--- src/rtl/c1_pkg.sv ---
package c1_pkg;

   localparam logic [6:0] OP_IMM    = 7'b0010011;
   localparam logic [6:0] OP_IMM32  = 7'b0011011;
   localparam logic [6:0] OP_LUI    = 7'b0110111;
   localparam logic [6:0] OP_REG    = 7'b0110011;
   localparam logic [6:0] OP_REG32  = 7'b0111011;
   localparam logic [6:0] OP_JAL    = 7'b1101111;
   localparam logic [6:0] OP_BRANCH = 7'b1100011;

   localparam logic [2:0] F3_ADD = 3'b000;
   localparam logic [2:0] F3_XOR = 3'b100;
   localparam logic [2:0] F3_OR  = 3'b110;
   localparam logic [2:0] F3_AND = 3'b111;
   localparam logic [2:0] F3_SR  = 3'b101;

   localparam logic [6:0] F7_BASE = 7'b0000000;
   localparam logic [6:0] F7_ALT  = 7'b0100000;

   localparam logic [4:0] REG_ZERO = 5'd0;
   localparam logic [4:0] REG_RA   = 5'd1;
   localparam logic [4:0] REG_SP   = 5'd2;

   localparam logic [31:0] NOP_WORD = 32'h0000_0013;

   typedef struct packed {
      logic [1:0]  quad;
      logic [2:0]  f3;
      logic [4:0]  rd;
      logic [4:0]  rs1p;
      logic [4:0]  rs2p;
      logic [11:0] imm6;
      logic [11:0] imm_sp;
      logic [19:0] imm_lui;
      logic [5:0]  shamt;
      logic [1:0]  sel2;
      logic [2:0]  rsel;
      logic [20:1] off_j;
      logic [12:1] off_b;
   } c1_fields_t;

   function automatic logic [31:0] enc_i(input logic [11:0] imm, input logic [4:0] rs1,
                                         input logic [2:0] f3, input logic [4:0] rd,
                                         input logic [6:0] op);
      return {imm, rs1, f3, rd, op};
   endfunction

   function automatic logic [31:0] enc_u(input logic [19:0] imm, input logic [4:0] rd,
                                         input logic [6:0] op);
      return {imm, rd, op};
   endfunction

   function automatic logic [31:0] enc_r(input logic [6:0] f7, input logic [4:0] rs2,
                                         input logic [4:0] rs1, input logic [2:0] f3,
                                         input logic [4:0] rd, input logic [6:0] op);
      return {f7, rs2, rs1, f3, rd, op};
   endfunction

   function automatic logic [31:0] enc_j(input logic [20:1] o, input logic [4:0] rd);
      return {o[20], o[10:1], o[11], o[19:12], rd, OP_JAL};
   endfunction

   function automatic logic [31:0] enc_b(input logic [12:1] o, input logic [4:0] rs2,
                                         input logic [4:0] rs1, input logic [2:0] f3);
      return {o[12], o[10:5], rs2, rs1, f3, o[4:1], o[11], OP_BRANCH};
   endfunction

endpackage

--- src/rtl/c1_field_gather.sv ---
module c1_field_gather
   import c1_pkg::*;
(
   input  logic [15:0] instr,
   output c1_fields_t  fields
);
   logic s;
   assign s = instr[12];

   always_comb begin
      fields.quad    = instr[1:0];
      fields.f3      = instr[15:13];
      fields.rd      = instr[11:7];
      fields.rs1p    = {2'b01, instr[9:7]};
      fields.rs2p    = {2'b01, instr[4:2]};
      fields.imm6    = {{6{s}}, s, instr[6:2]};
      fields.imm_sp  = {{2{s}}, s, instr[4:3], instr[5], instr[2], instr[6], 4'b0000};
      fields.imm_lui = {{14{s}}, s, instr[6:2]};
      fields.shamt   = {s, instr[6:2]};
      fields.sel2    = instr[11:10];
      fields.rsel    = {s, instr[6:5]};
      fields.off_j   = {{9{s}}, s, instr[8], instr[10:9], instr[6], instr[7],
                        instr[2], instr[11], instr[5:3]};
      fields.off_b   = {{4{s}}, s, instr[6:5], instr[2], instr[11:10], instr[4:3]};
   end
endmodule

--- src/rtl/c1_expand_core.sv ---
module c1_expand_core
   import c1_pkg::*;
#(
   parameter int XLEN = 64
)(
   input  c1_fields_t  f,
   output logic [31:0] word,
   output logic        bad
);
   localparam bit HAS_W = (XLEN == 64);

   logic [31:0] w_f3_001;

   generate
      if (HAS_W) begin : g_addw_variant
         assign w_f3_001 = enc_i(f.imm6, f.rd, F3_ADD, f.rd, OP_IMM32);
      end else begin : g_link_variant
         assign w_f3_001 = enc_j(f.off_j, REG_RA);
      end
   endgenerate

   logic [31:0] raw;
   logic        rsv;

   always_comb begin
      raw = NOP_WORD;
      rsv = 1'b0;
      if (f.quad != 2'b01) begin
         rsv = 1'b1;
      end else begin
         unique case (f.f3)
            3'b000: begin
               if (f.imm6 != 12'd0) raw = enc_i(f.imm6, f.rd, F3_ADD, f.rd, OP_IMM);
            end
            3'b001: raw = w_f3_001;
            3'b010: begin
               if (f.rd != REG_ZERO) raw = enc_i(f.imm6, REG_ZERO, F3_ADD, f.rd, OP_IMM);
            end
            3'b011: begin
               if (f.rd == REG_SP)           raw = enc_i(f.imm_sp, REG_SP, F3_ADD, REG_SP, OP_IMM);
               else if (f.imm6 == 12'd0)     rsv = 1'b1;
               else if (f.rd != REG_ZERO)    raw = enc_u(f.imm_lui, f.rd, OP_LUI);
            end
            3'b100: begin
               unique case (f.sel2)
                  2'b00, 2'b01: begin
                     if (!HAS_W && f.shamt[5]) rsv = 1'b1;
                     else raw = {1'b0, f.sel2[0], 4'b0000, f.shamt, f.rs1p, F3_SR, f.rs1p, OP_IMM};
                  end
                  2'b10: raw = enc_i(f.imm6, f.rs1p, F3_AND, f.rs1p, OP_IMM);
                  default: begin
                     unique case (f.rsel)
                        3'b000: raw = enc_r(F7_ALT,  f.rs2p, f.rs1p, F3_ADD, f.rs1p, OP_REG);
                        3'b001: raw = enc_r(F7_BASE, f.rs2p, f.rs1p, F3_XOR, f.rs1p, OP_REG);
                        3'b010: raw = enc_r(F7_BASE, f.rs2p, f.rs1p, F3_OR,  f.rs1p, OP_REG);
                        3'b011: raw = enc_r(F7_BASE, f.rs2p, f.rs1p, F3_AND, f.rs1p, OP_REG);
                        3'b100: begin
                           if (HAS_W) raw = enc_r(F7_ALT, f.rs2p, f.rs1p, F3_ADD, f.rs1p, OP_REG32);
                           else       rsv = 1'b1;
                        end
                        3'b101: begin
                           if (HAS_W) raw = enc_r(F7_BASE, f.rs2p, f.rs1p, F3_ADD, f.rs1p, OP_REG32);
                           else       rsv = 1'b1;
                        end
                        default: rsv = 1'b1;
                     endcase
                  end
               endcase
            end
            3'b101: raw = enc_j(f.off_j, REG_ZERO);
            default: raw = enc_b(f.off_b, REG_ZERO, f.rs1p, {2'b00, f.f3[0]});
         endcase
      end
   end

   assign word = rsv ? 32'd0 : raw;
   assign bad  = rsv;
endmodule

--- src/rtl/c1_out_stage.sv ---
module c1_out_stage #(
   parameter bit REG_OUT = 1'b1,
   parameter int W       = 32
)(
   input  logic         clk,
   input  logic         rst_n,
   input  logic         d_valid,
   input  logic [W-1:0] d_word,
   input  logic         d_bad,
   output logic         q_valid,
   output logic [W-1:0] q_word,
   output logic         q_bad
);
   generate
      if (REG_OUT) begin : g_flop
         always_ff @(posedge clk or negedge rst_n) begin
            if (!rst_n) begin
               q_valid <= 1'b0;
               q_word  <= '0;
               q_bad   <= 1'b0;
            end else begin
               q_valid <= d_valid;
               q_word  <= d_word;
               q_bad   <= d_bad;
            end
         end
      end else begin : g_wire
         assign q_valid = d_valid;
         assign q_word  = d_word;
         assign q_bad   = d_bad;
      end
   endgenerate
endmodule

--- src/rtl/c1_expander.sv ---
module c1_expander
   import c1_pkg::*;
#(
   parameter int XLEN    = 64,
   parameter bit REG_OUT = 1'b1
)(
   input  logic        clk,
   input  logic        rst_n,
   input  logic        in_valid,
   input  logic [15:0] in_instr,
   output logic        out_valid,
   output logic [31:0] out_instr,
   output logic        out_illegal
);
   localparam int WORD_W = 32;

   generate
      if (XLEN != 32 && XLEN != 64) begin : g_bad_xlen
         $error("c1_expander: XLEN must be 32 or 64");
      end
   endgenerate

   c1_fields_t        fields;
   logic [WORD_W-1:0] core_word;
   logic              core_bad;
   logic [WORD_W-1:0] gated_word;
   logic              gated_bad;

   c1_field_gather u_gather (
      .instr  (in_instr),
      .fields (fields)
   );

   c1_expand_core #(.XLEN(XLEN)) u_core (
      .f    (fields),
      .word (core_word),
      .bad  (core_bad)
   );

   assign gated_word = in_valid ? core_word : '0;
   assign gated_bad  = in_valid & core_bad;

   c1_out_stage #(.REG_OUT(REG_OUT), .W(WORD_W)) u_out (
      .clk     (clk),
      .rst_n   (rst_n),
      .d_valid (in_valid),
      .d_word  (gated_word),
      .d_bad   (gated_bad),
      .q_valid (out_valid),
      .q_word  (out_instr),
      .q_bad   (out_illegal)
   );
endmodule

--- config.mk ---
export PLATFORM = sky130hd
export DESIGN_NAME = c1_expander
export DESIGN_NICKNAME = d
export VERILOG_FILES = /design/src/rtl/c1_pkg.sv /design/src/rtl/c1_field_gather.sv /design/src/rtl/c1_expand_core.sv /design/src/rtl/c1_out_stage.sv /design/src/rtl/c1_expander.sv
export SDC_FILE = /design/constraint.sdc
export NUM_CORES = 1
export LEC_CHECK = 0
export BUFFER_PORTS_ARGS = -buffer_cell sky130_fd_sc_hd__buf_2
export CAP_MARGIN = 40
export CELL_PAD_IN_SITES_DETAIL_PLACEMENT = 1
export CELL_PAD_IN_SITES_GLOBAL_PLACEMENT = 2
export CORE_UTILIZATION = 32
export DETAILED_ROUTE_END_ITERATION = 12
export GPL_ROUTABILITY_DRIVEN = 1
export PLACE_DENSITY = 0.83
export SLEW_MARGIN = 20
export SYNTH_ARGS = -nofsm -noshare
export SYNTH_HDL_FRONTEND = slang
export SYNTH_SLANG_ARGS = --single-unit
export TNS_END_PERCENT = 10
--- constraint.sdc ---
create_clock -name clk -period 1 [get_ports clk]
set_input_delay 0.2 -clock clk [delete_from_list [all_inputs] [get_ports clk]]
set_output_delay 0.2 -clock clk [all_outputs]
set_load 0.01 [all_outputs]
==> out/qor.yml, run 1 <==
dp_slack_ps: -861
final_core_util_pct: 54.0
grt_max_degree: 34
layout-drive-gt1-share_pct: 50.3
wl_per_cell_um: 19.0
clock-root-buffer: "clkbuf_8"
swShare_pct: 30.6
critPathBufInv: 1
power_leakage_nw: 1.49
core_area_mm2: 0.00564
crit_family: "simple AND/OR/NAND/NOR gates"
seq_power_share_pct: 42.7
async_reset_ff_share_pct: 100
die_y_um: 79.5
fin_crit_sh_pct: 133
yosysWarnings: 0
rsz0062_at_grt: "yes"
gr-total-overflow: 0
dp_hpwl_um: 5610
synthToLayoutAreaGrowth_pct: 58.8
critPathKind: "in -> reg"
n_fill_cell: 688
core.rowCount: 27
total_power_w: 0.00323
synth_enable_flop_cells: 0
pwr-share-comb_pct: 27.2
finalNetCount: 348
n_antenna_cell: 0
grt_pass1_vias: 2253
hold_ws_ps: 117
dieArea_mm2: 0.00632
antenna_left: 0
clk_pin_slew_worst_paths_ps: 70
power.switching_w: 0.000988
synthTopCellsByArea: "dfrtp_1 43%, a21oi_1 5.5%, o21ai_0 5.5%"
via_per_inst: 5.54
cp_slowest_cell: "or4_4"
grt_usage_pct: 25.2
ys_seq_area_share_pct: 43.0
powerDensity_mw_per_mm2: 1060
totalWireLength_um: 7640
maxSlewViolCount: 0
ys_types: 48
tightest_slew_ps: 445
start_util_pct: 34.0
synth-seq-cells: 33
max-slew-margin-rel_pct: 70.2
placed_cell_area_mm2: 0.00267
endpoint_kind: "flip-flop"
critPathMaxFanout: 4
syn_inst: 222
hold_path_class: "in -> reg"
place_congestion: 0.928
fmax_mhz: 752
hold_viol_final: 0
fin_area_mm2: 0.00305
io_pins: 53
ys.flop_type: "dfrtp_1"
internal_power_w: 0.00224
die_w_um: 79.5
avgSynthCellArea_um2: 8.65
firstDrtPassIters: 4
setup_viol: 33
synth_top_area_cell: "dfrtp_1"
cts_sinks: 33
netlist_area_mm2: 0.00192
synth_top_area_share_pct: 43.0
vias: 2227
cts_tree: "built"
slowest_delay_ps: 580
drtIter0Drc: 64
arrival_ps: 1500
grt_pass1_wl_um: 11800
fin_ws_ps: -330
drv_cap: 0
violations: "setup timing"
peakVddDrop_uv: 629
cts_inserted_buffers: 5
cp.depth: 6
io_buffers: 52
clockBufferDepth: 2
synth_nets: 241
antenna_found_initial: 0
setup.worst_path.start_class: "input pin"
status: "finished with violations"
cts-htree-levels: 2
cp_cell_sequence: "buf_8 -> or4_4 -> o21ai_4 -> o21bai_1 -> a221oi_2 -> nor3_1"
required_ps: 1170
min_period_ps: 1330
clockPowerShare_pct: 30.0
worstHoldPathCells: 1
drc: 0
through the flow:
step	cells	TNS [ps]
global placement	386	-17960
finish	402	-7200
global route	402	-9040
CTS	402	-7280
floorplan	222	-11570
detailed placement	386	-18720
metal layers:
metal | wire length [um] | up-vias | GRT usage [%]
li1 | - | 1021 | -
met1 | 3310 | 1104 | 33.1
met2 | 3750 | 84 | 41.3
met3 | 354 | 18 | 2.74
met4 | 228 | 0 | 11.6
met5 | 0 | - | 0
layout make-up:
type / count / area, um^2 / share of cell area [%]
Multi-Input combinational cell: 162 / 1170 / 38.4
Clock inverter: 2 / 10.0 / 0.328
Timing Repair Buffer: 120 / 853 / 28.0
Inverter: 7 / 26.3 / 0.862
Clock buffer: 6 / 72.6 / 2.38
Tap cell: 72 / 90.1 / 2.95
Sequential cell: 33 / 826 / 27.1
power groups by stage:
| stage | clock network, W | logic, W | registers [W] |
|---|---|---|---|
| 5_1_grt | 0.00105 | 0.000943 | 0.00138 |
| 4_1_cts | 0.000992 | 0.000827 | 0.00138 |
| 2_1_floorplan | 0 | 0.000331 | 0.00143 |
| 3_5_place_dp | 0 | 0.000753 | 0.00140 |
| 6_report | 0.000969 | 0.000879 | 0.00138 |
| 3_3_place_gp | 0 | 0.000741 | 0.00140 |
worst paths after layout:
path | from | endpoint | slack, ps
max in group asynchronous | rst_n | u_out.q_word[27]$_DFF_PN0_ | 440
min in group asynchronous | rst_n | u_out.q_word[8]$_DFF_PN0_ | 400
max | in_instr[9] | u_out.q_word[28]$_DFF_PN0_ | -330
min | in_valid | u_out.q_valid$_DFF_PN0_ | 120
cells by family (layout without fill, tap and decap cells):
family | count (synthesis) | count (layout) | share of synthesized area, %
buffers and inverters | 27 | 135 | 7.04
AO/OA/AOI/OAI | 83 | 83 | 28.5
multiplexers | 2 | 2 | 1.04
AND/OR/NAND/NOR | 77 | 77 | 20.4
flip-flops | 33 | 33 | 43.0
timing repair:
action,CTS,global route
pin swaps,17,16
endpoints found under the hold margin,33,0
setup endpoints to repair,38,50
gates resized for setup,38,22
cloned,0,0
hold buffers,1,0
setup buffers,7,0
synthesized netlist by cell type (all sizes together) (2+ instances only):
master	n
nor3	7
clkbuf	12
mux2i	2
a221oi	2
a222oi	2
o211ai	3
and2b	2
nor2	26
a22o	3
a22oi	6
dfrtp	33
o21bai	4
nand2	21
a21oi	21
nor2b	4
a21o	2
a311oi	2
a31oi	7
nand3	6
o21ai	21
inv	7
buf	8
nor4	2
or3b	2
and2	3
sequential cells by signal, indices dropped and copies added, names as in the netlist:
name	cells
u_out.q_bad	1
u_out.q_valid	1
u_out.q_word	31
cell usage in the layout, fill, tap and decap left out, types with 3 or more instances in the layout:
cell / synthesis / final
a21oi_1: 21 / 17
a21oi_2: 0 / 3
a22o_1: 3 / 3
a22oi_1: 6 / 6
a31oi_1: 6 / 4
buf_2: 3 / 45
buf_4: 2 / 64
buf_6: 3 / 6
clkbuf_8: 0 / 5
dfrtp_1: 33 / 33
inv_1: 7 / 7
nand2_1: 19 / 18
nand2_4: 1 / 3
nand3_1: 5 / 4
nor2_1: 26 / 25
nor2b_1: 4 / 3
nor3_2: 0 / 5
o211ai_1: 3 / 3
o21ai_0: 21 / 10
o21ai_1: 0 / 7
o21bai_1: 4 / 3
Note: power is estimated with default switching activity, not from simulation.
==> run 2, diff against run 1 <==
CORE_UTILIZATION = 27   (was 32)
PLACE_DENSITY = 0.75   (was 0.83)
clock period = 1.22 ns   (was 1 ns; I/O delays follow)
==> out/qor.yml, run 2 (synthesis results as in run 1) <==
drc: 0  # unchanged
grt_pass1_wl_um: 11600  # was 11800 um
total_power_w: 0.00274  # was 0.00323 W
max-slew-margin-rel_pct: 73.5  # was 70.2%
reg_top3: "u_out.q_word: 31 flops, u_out.q_bad: 1 flops, u_out.q_valid: 1 flops"  # unchanged
peakVddDrop_uv: 346  # was 629 uV
power_leakage_nw: 1.50  # was 1.49 nW
via_per_inst: 5.02  # was 5.54
required_ps: 1400  # was 1170 ps
io_pins: 53  # unchanged
cts_inserted_buffers: 5  # unchanged
grt_max_degree: 34  # unchanged
maxSlewViolCount: 0  # unchanged
slowest_delay_ps: 590  # was 580 ps
setup.worst_path.start_class: "input pin"  # unchanged
antenna_left: 0  # unchanged
clock-root-buffer: "clkbuf_8"  # unchanged
met1_usage_pct: 27.1  # was 33.1%
tightest_slew_ps: 397  # was 445 ps
n_fill_cell: 837  # was 688
grt_use_met2_pct: 34.8  # was 41.3%
endpoint: "u_out.q_word[28]$_DFF_PN0_"  # unchanged
gr-total-overflow: 0  # unchanged
core.rowCount: 30  # was 27
cp_slowest_cell: "or4_4"  # unchanged
arrival_ps: 1570  # was 1500 ps
synthToLayoutAreaGrowth_pct: 60.1  # was 58.8%
cts_sinks: 33  # unchanged
powerDensity_mw_per_mm2: 891  # was 1060 mW/mm^2
met3_usage_pct: 2.76  # was 2.74%
hold_path_class: "in -> reg"  # unchanged
critPathMaxFanout: 7  # was 4
grt_pass1_vias: 2196  # was 2253
start_util_pct: 28.1  # was 34.0%
cts-htree-levels: 2  # unchanged
finalNetCount: 351  # was 348
totalWireLength_um: 7330  # was 7640 um
status: "finished with violations"  # unchanged
antenna_found_initial: 0  # unchanged
core_area_mm2: 0.00683  # was 0.00564 mm^2
clk_pin_slew_worst_paths_ps: 60  # was 70 ps
cts_tree: "built"  # unchanged
grt_usage_pct: 20.9  # was 25.2%
io_buffers: 52  # unchanged
fin_crit_sh_pct: 114
violations: "setup timing"  # unchanged
min_period_ps: 1390
clockBufferDepth: 2  # unchanged
rsz0062_at_grt: "yes"  # unchanged
fin_ws_ps: -171  # was -330 ps
dieArea_mm2: 0.00745  # was 0.00632 mm^2
critPathKind: "in -> reg"  # unchanged
die_y_um: 86.3  # was 79.5 um
largest_register: "u_out.q_word"  # unchanged
wl_per_cell_um: 17.1  # was 19.0 um
startpoint: "in_instr[10]"  # was in_instr[9]
layout-drive-gt1-share_pct: 50.2  # was 50.3%
firstDrtPassIters: 4  # unchanged
drv_cap: 0  # unchanged
endpoint_kind: "flip-flop"  # unchanged
drtIter0Drc: 123  # was 64
final_common_cell: "buf_4"  # unchanged
busiest_layer: "met2"  # unchanged
dp_slack_ps: -582  # was -861 ps
dp_hpwl_um: 5690  # was 5610 um
place_congestion: 0.894  # was 0.928
die_w_um: 86.3  # was 79.5 um
cp_cell_sequence: "buf_8 -> or4_4 -> o21ai_2 -> o21bai_1 -> a221oi_2 -> nor3_2"  # was buf_8 -> or4_4 -> o21ai_4 -> o21bai_1 -> a221oi_2 -> nor3_1
n_antenna_cell: 0  # unchanged
setup_viol: 31  # was 33
largest_reg_flops: 31  # unchanged
most-common-layout-cells: "66 x buf_4, 46 x buf_2, 33 x dfrtp_1, 22 x nor2_1, 19 x nand2_1"  # was 64 x buf_4, 45 x buf_2, 33 x dfrtp_1, 25 x nor2_1, 18 x nand2_1
hold_viol_final: 0  # unchanged
fmax_mhz: 719
vias: 2153  # was 2227
==> run 2: cell count changes in the layout (fill, tap and decap cells not counted), sizes merged <==
| cell | delta |
|---|---|
| buf | +2 |
| clkinv | -1 |
| clkbuf | +2 |
==> run 2: what timing repair did <==
item | in CTS | in global routing
pin swaps | 6 | 7
gates resized for setup | 25 | 28
setup buffers | 2 | 6
endpoints found under the hold margin | 33 | 0
hold buffers | 1 | 0
cloned | 0 | 0
endpoints found under the setup margin | 32 | 32
==> run 2: power by group <==
part           leakage (nW)  internal, W  switching (W)
Sequential            0.451      0.00112     0.00000580
Combinational         0.997     0.000325       0.000389
Clock                0.0542     0.000509       0.000387
==> run 2: worst max-delay path, delay by kind of cell <==
family | cells | cell delay [ps]
AO/OA/AOI/OAI | 3 | 580
AND/OR/NAND/NOR | 2 | 650
buffers and inverters | 1 | 100
==> run 2: per-layer routing <==
layer,part of all wire (%),up-vias
met5,0,-
met4,1.8,0
met3,3.0,13
met2,51,54
met1,44,1060
li1,-,1026
==> run 2: worst min-delay path by stage <==
stage	start	endpoint	slack (ps)	depth (start not counted)
2_1_floorplan	rst_n	u_out.q_bad$_DFF_PN0_	-50	0
3_5_place_dp	rst_n	u_out.q_word[1]$_DFF_PN0_	290	2
5_1_grt	in_valid	u_out.q_valid$_DFF_PN0_	150	1
4_1_cts	in_valid	u_out.q_valid$_DFF_PN0_	150	1
3_3_place_gp	rst_n	u_out.q_word[1]$_DFF_PN0_	280	2
6_report	in_valid	u_out.q_valid$_DFF_PN0_	150	1
==> run 2: area by class of cell <==
| type | count | area, um^2 | area share [%] |
|---|---|---|---|
| multi-input cells | 162 | 1120 | 36.3 |
| repair buffers | 123 | 883 | 28.7 |
| flip-flops and latches | 33 | 826 | 26.9 |
| clock inverters | 1 | 5.00 | 0.163 |
| inverters | 7 | 26.3 | 0.855 |
| clock buffers | 7 | 96.3 | 3.13 |
| well taps | 96 | 120 | 3.91 |
==> run 2: stage by stage <==
step                      hold WS, ps  util (%)  instance area [um^2]  setup TNS [ps]  std cells
final                             150      45.0                  3070           -2350        429
after global routing              145      45.0                  3070           -3960        429
after global placement            281      39.7                  2710          -12460        412
after floorplan                 -51.6         -                  1970           -5940        222
after CTS                         145      43.0                  2940           -1870        423
after detailed placement          288      39.7                  2710          -13230        412
==> run 3, diff against run 2 <==
CORE_MARGIN = 1.5   (was not set)
CORE_UTILIZATION = 30   (was 27)
PLACE_DENSITY = 0.79   (was 0.75)
SKIP_LAST_GASP = 1   (was not set)
clock period = 1.6 ns   (was 1.22 ns; I/O delays follow)
==> out/qor.yml, run 3 (synthesis results as in run 1) <==
cts-htree-levels: 2  # unchanged
arrival_ps: 1690  # was 1570 ps
fin_area_mm2: 0.00272  # was 0.00307 mm^2
required_ps: 1760  # was 1400 ps
die_w_um: 83.0  # was 86.3 um
slowest_delay_ps: 440  # was 590 ps
io_pins: 53  # unchanged
cts_sinks: 33  # unchanged
final_common_cell: "buf_4"  # unchanged
fin_setup_tns_ps: 0  # was -2350 ps
dp_hpwl_um: 5450  # was 5690 um
largest_register: "u_out.q_word"  # unchanged
cts_inserted_buffers: 5  # unchanged
final_core_util_pct: 44.8  # was 45.0%
place_congestion: 0.941  # was 0.894
drv_cap: 0  # unchanged
wl_per_cell_um: 17.6  # was 17.1 um
gr-total-overflow: 0  # unchanged
most-common-layout-cells: "53 x buf_4, 52 x buf_2, 33 x dfrtp_1, 26 x nor2_1"  # was 66 x buf_4, 46 x buf_2, 33 x dfrtp_1, 22 x nor2_1, 19 x nand2_1
setup_viol: 0  # was 31
endpoint_kind: "flip-flop"  # unchanged
grt_pass1_vias: 2082  # was 2196
grt_usage_pct: 21.0  # was 20.9%
synthToLayoutAreaGrowth_pct: 41.4  # was 60.1%
post_cts_buffers: 0  # was 2
critPathKind: "in -> reg"  # unchanged
start_util_pct: 31.7  # was 28.1%
cts_tree: "built"  # unchanged
min_period_ps: 1540
reg_top3: "u_out.q_word: 31 flops, u_out.q_bad: 1 flops, u_out.q_valid: 1 flops"  # unchanged
cp_cell_sequence: "buf_2 -> nor4_4 -> nand2_4 -> a31oi_4 -> nand2_2 -> a2111oi_2"  # was buf_8 -> or4_4 -> o21ai_2 -> o21bai_1 -> a221oi_2 -> nor3_2
setup.worst_path.start_class: "input pin"  # unchanged
fmax_mhz: 650
vias: 2104  # was 2153
clock-root-buffer: "clkbuf_8"  # unchanged
antenna_found_initial: 0  # unchanged
hold_viol_final: 0  # unchanged
placed_cell_area_mm2: 0.00261  # was 0.00271 mm^2
cts-hold-fix-buffers: 0  # was 1
finalNetCount: 335  # was 351
grt_max_degree: 34  # unchanged
peakVddDrop_uv: 432  # was 346 uV
antenna_left: 0  # unchanged
hold_path_class: "in -> async"  # was in -> reg
power_leakage_nw: 1.38  # was 1.50 nW
largest_reg_flops: 31  # unchanged
dieArea_mm2: 0.00689  # was 0.00745 mm^2
io_buffers: 52  # unchanged
max-slew-margin-rel_pct: 45.6  # was 73.5%
total_power_w: 0.00191  # was 0.00274 W
clk_pin_slew_worst_paths_ps: 70  # was 60 ps
fin_crit_sh_pct: 96.2
layout-drive-gt1-share_pct: 41.0  # was 50.2%
firstDrtPassIters: 4  # unchanged
core_area_mm2: 0.00606  # was 0.00683 mm^2
cp_slowest_cell: "a2111oi_2"  # was or4_4
via_per_inst: 5.37  # was 5.02
die_y_um: 83.0  # was 86.3 um
status: "finished clean"  # was finished with violations
maxSlewViolCount: 0  # unchanged
grt_pass1_wl_um: 11200  # was 11600 um
rsz0062_at_grt: "yes"  # unchanged
critPathMaxFanout: 4  # was 7
cts_resized: 2  # was 25
powerDensity_mw_per_mm2: 705  # was 891 mW/mm^2
drc: 0  # unchanged
core.rowCount: 28  # was 30
clockBufferDepth: 2  # unchanged
tightest_slew_ps: 811  # was 397 ps
drtIter0Drc: 130  # was 123
totalWireLength_um: 6890  # was 7330 um
n_antenna_cell: 0  # unchanged
-- run 3: cell count changes in the layout (fill, tap and decap cells not counted), sizes merged --
cell         previous run  this run
buf                   121       107
clkbuf                  8         6
clkinv                  1         2
dlygate4sd3             1         0
-- run 3: critical path, delay by kind of cell --
family | cells | cell delay, ps
AO/OA/AOI/OAI | 2 | 650
AND/OR/NAND/NOR | 3 | 590
buffers and inverters | 1 | 130
-- run 3: final cells by class --
class                   instances  area [um^2]
clock inverters                 2         10.0
inverters                       7         26.3
clock buffers                   6         72.6
repair buffers                107          698
fillers                       782         3350
flip-flops and latches         33          826
multi-input cells             162          988
well taps                      75         93.8
-- run 3: worst max path at each step --
| stage | startpoint | endpoint | slack, ps | cells after the start |
|---|---|---|---|---|
| detailed placement | in_instr[10] | u_out.q_word[28]$_DFF_PN0_ | -400 | 6 |
| global placement | in_instr[10] | u_out.q_word[28]$_DFF_PN0_ | -340 | 6 |
| CTS | in_instr[10] | u_out.q_word[11]$_DFF_PN0_ | -40 | 6 |
| global route | in_instr[10] | u_out.q_word[11]$_DFF_PN0_ | -8 | 6 |
| floorplan | in_instr[10] | u_out.q_word[28]$_DFF_PN0_ | -60 | 6 |
| finish | in_instr[10] | u_out.q_word[11]$_DFF_PN0_ | 60 | 6 |
-- run 3: stage by stage --
step                      setup WS (ps)  hold slack [ps]  instances
final                              61.6             33.4        392
after CTS                         -38.8             69.2        392
after detailed placement           -402              378        384
after global placement             -338              362        384
after global routing              -7.64             85.3        392
after floorplan                   -55.7             24.4        222
-- run 3: power breakdown --
group	switching, W	internal, W	total [W]	leakage (nW)
clock network	0.000296	0.000301	0.000597	0.0450
logic	0.000261	0.000195	0.000456	0.882
registers	0.00000530	0.000856	0.000862	0.451
total	0.000563	0.00135	0.00191	1.38
-- run 3: per-layer routing --
layer  global-route usage (%)  routed length (um)  vias up  part of all wire (%)
met3                     3.18                 430       11                   6.2
met5                        0                   0        -                     0
li1                         -                   -      993                     -
met4                     7.27                 143        0                   2.1
met1                     29.3                3090     1027                    45
met2                     33.1                3230       73                    47
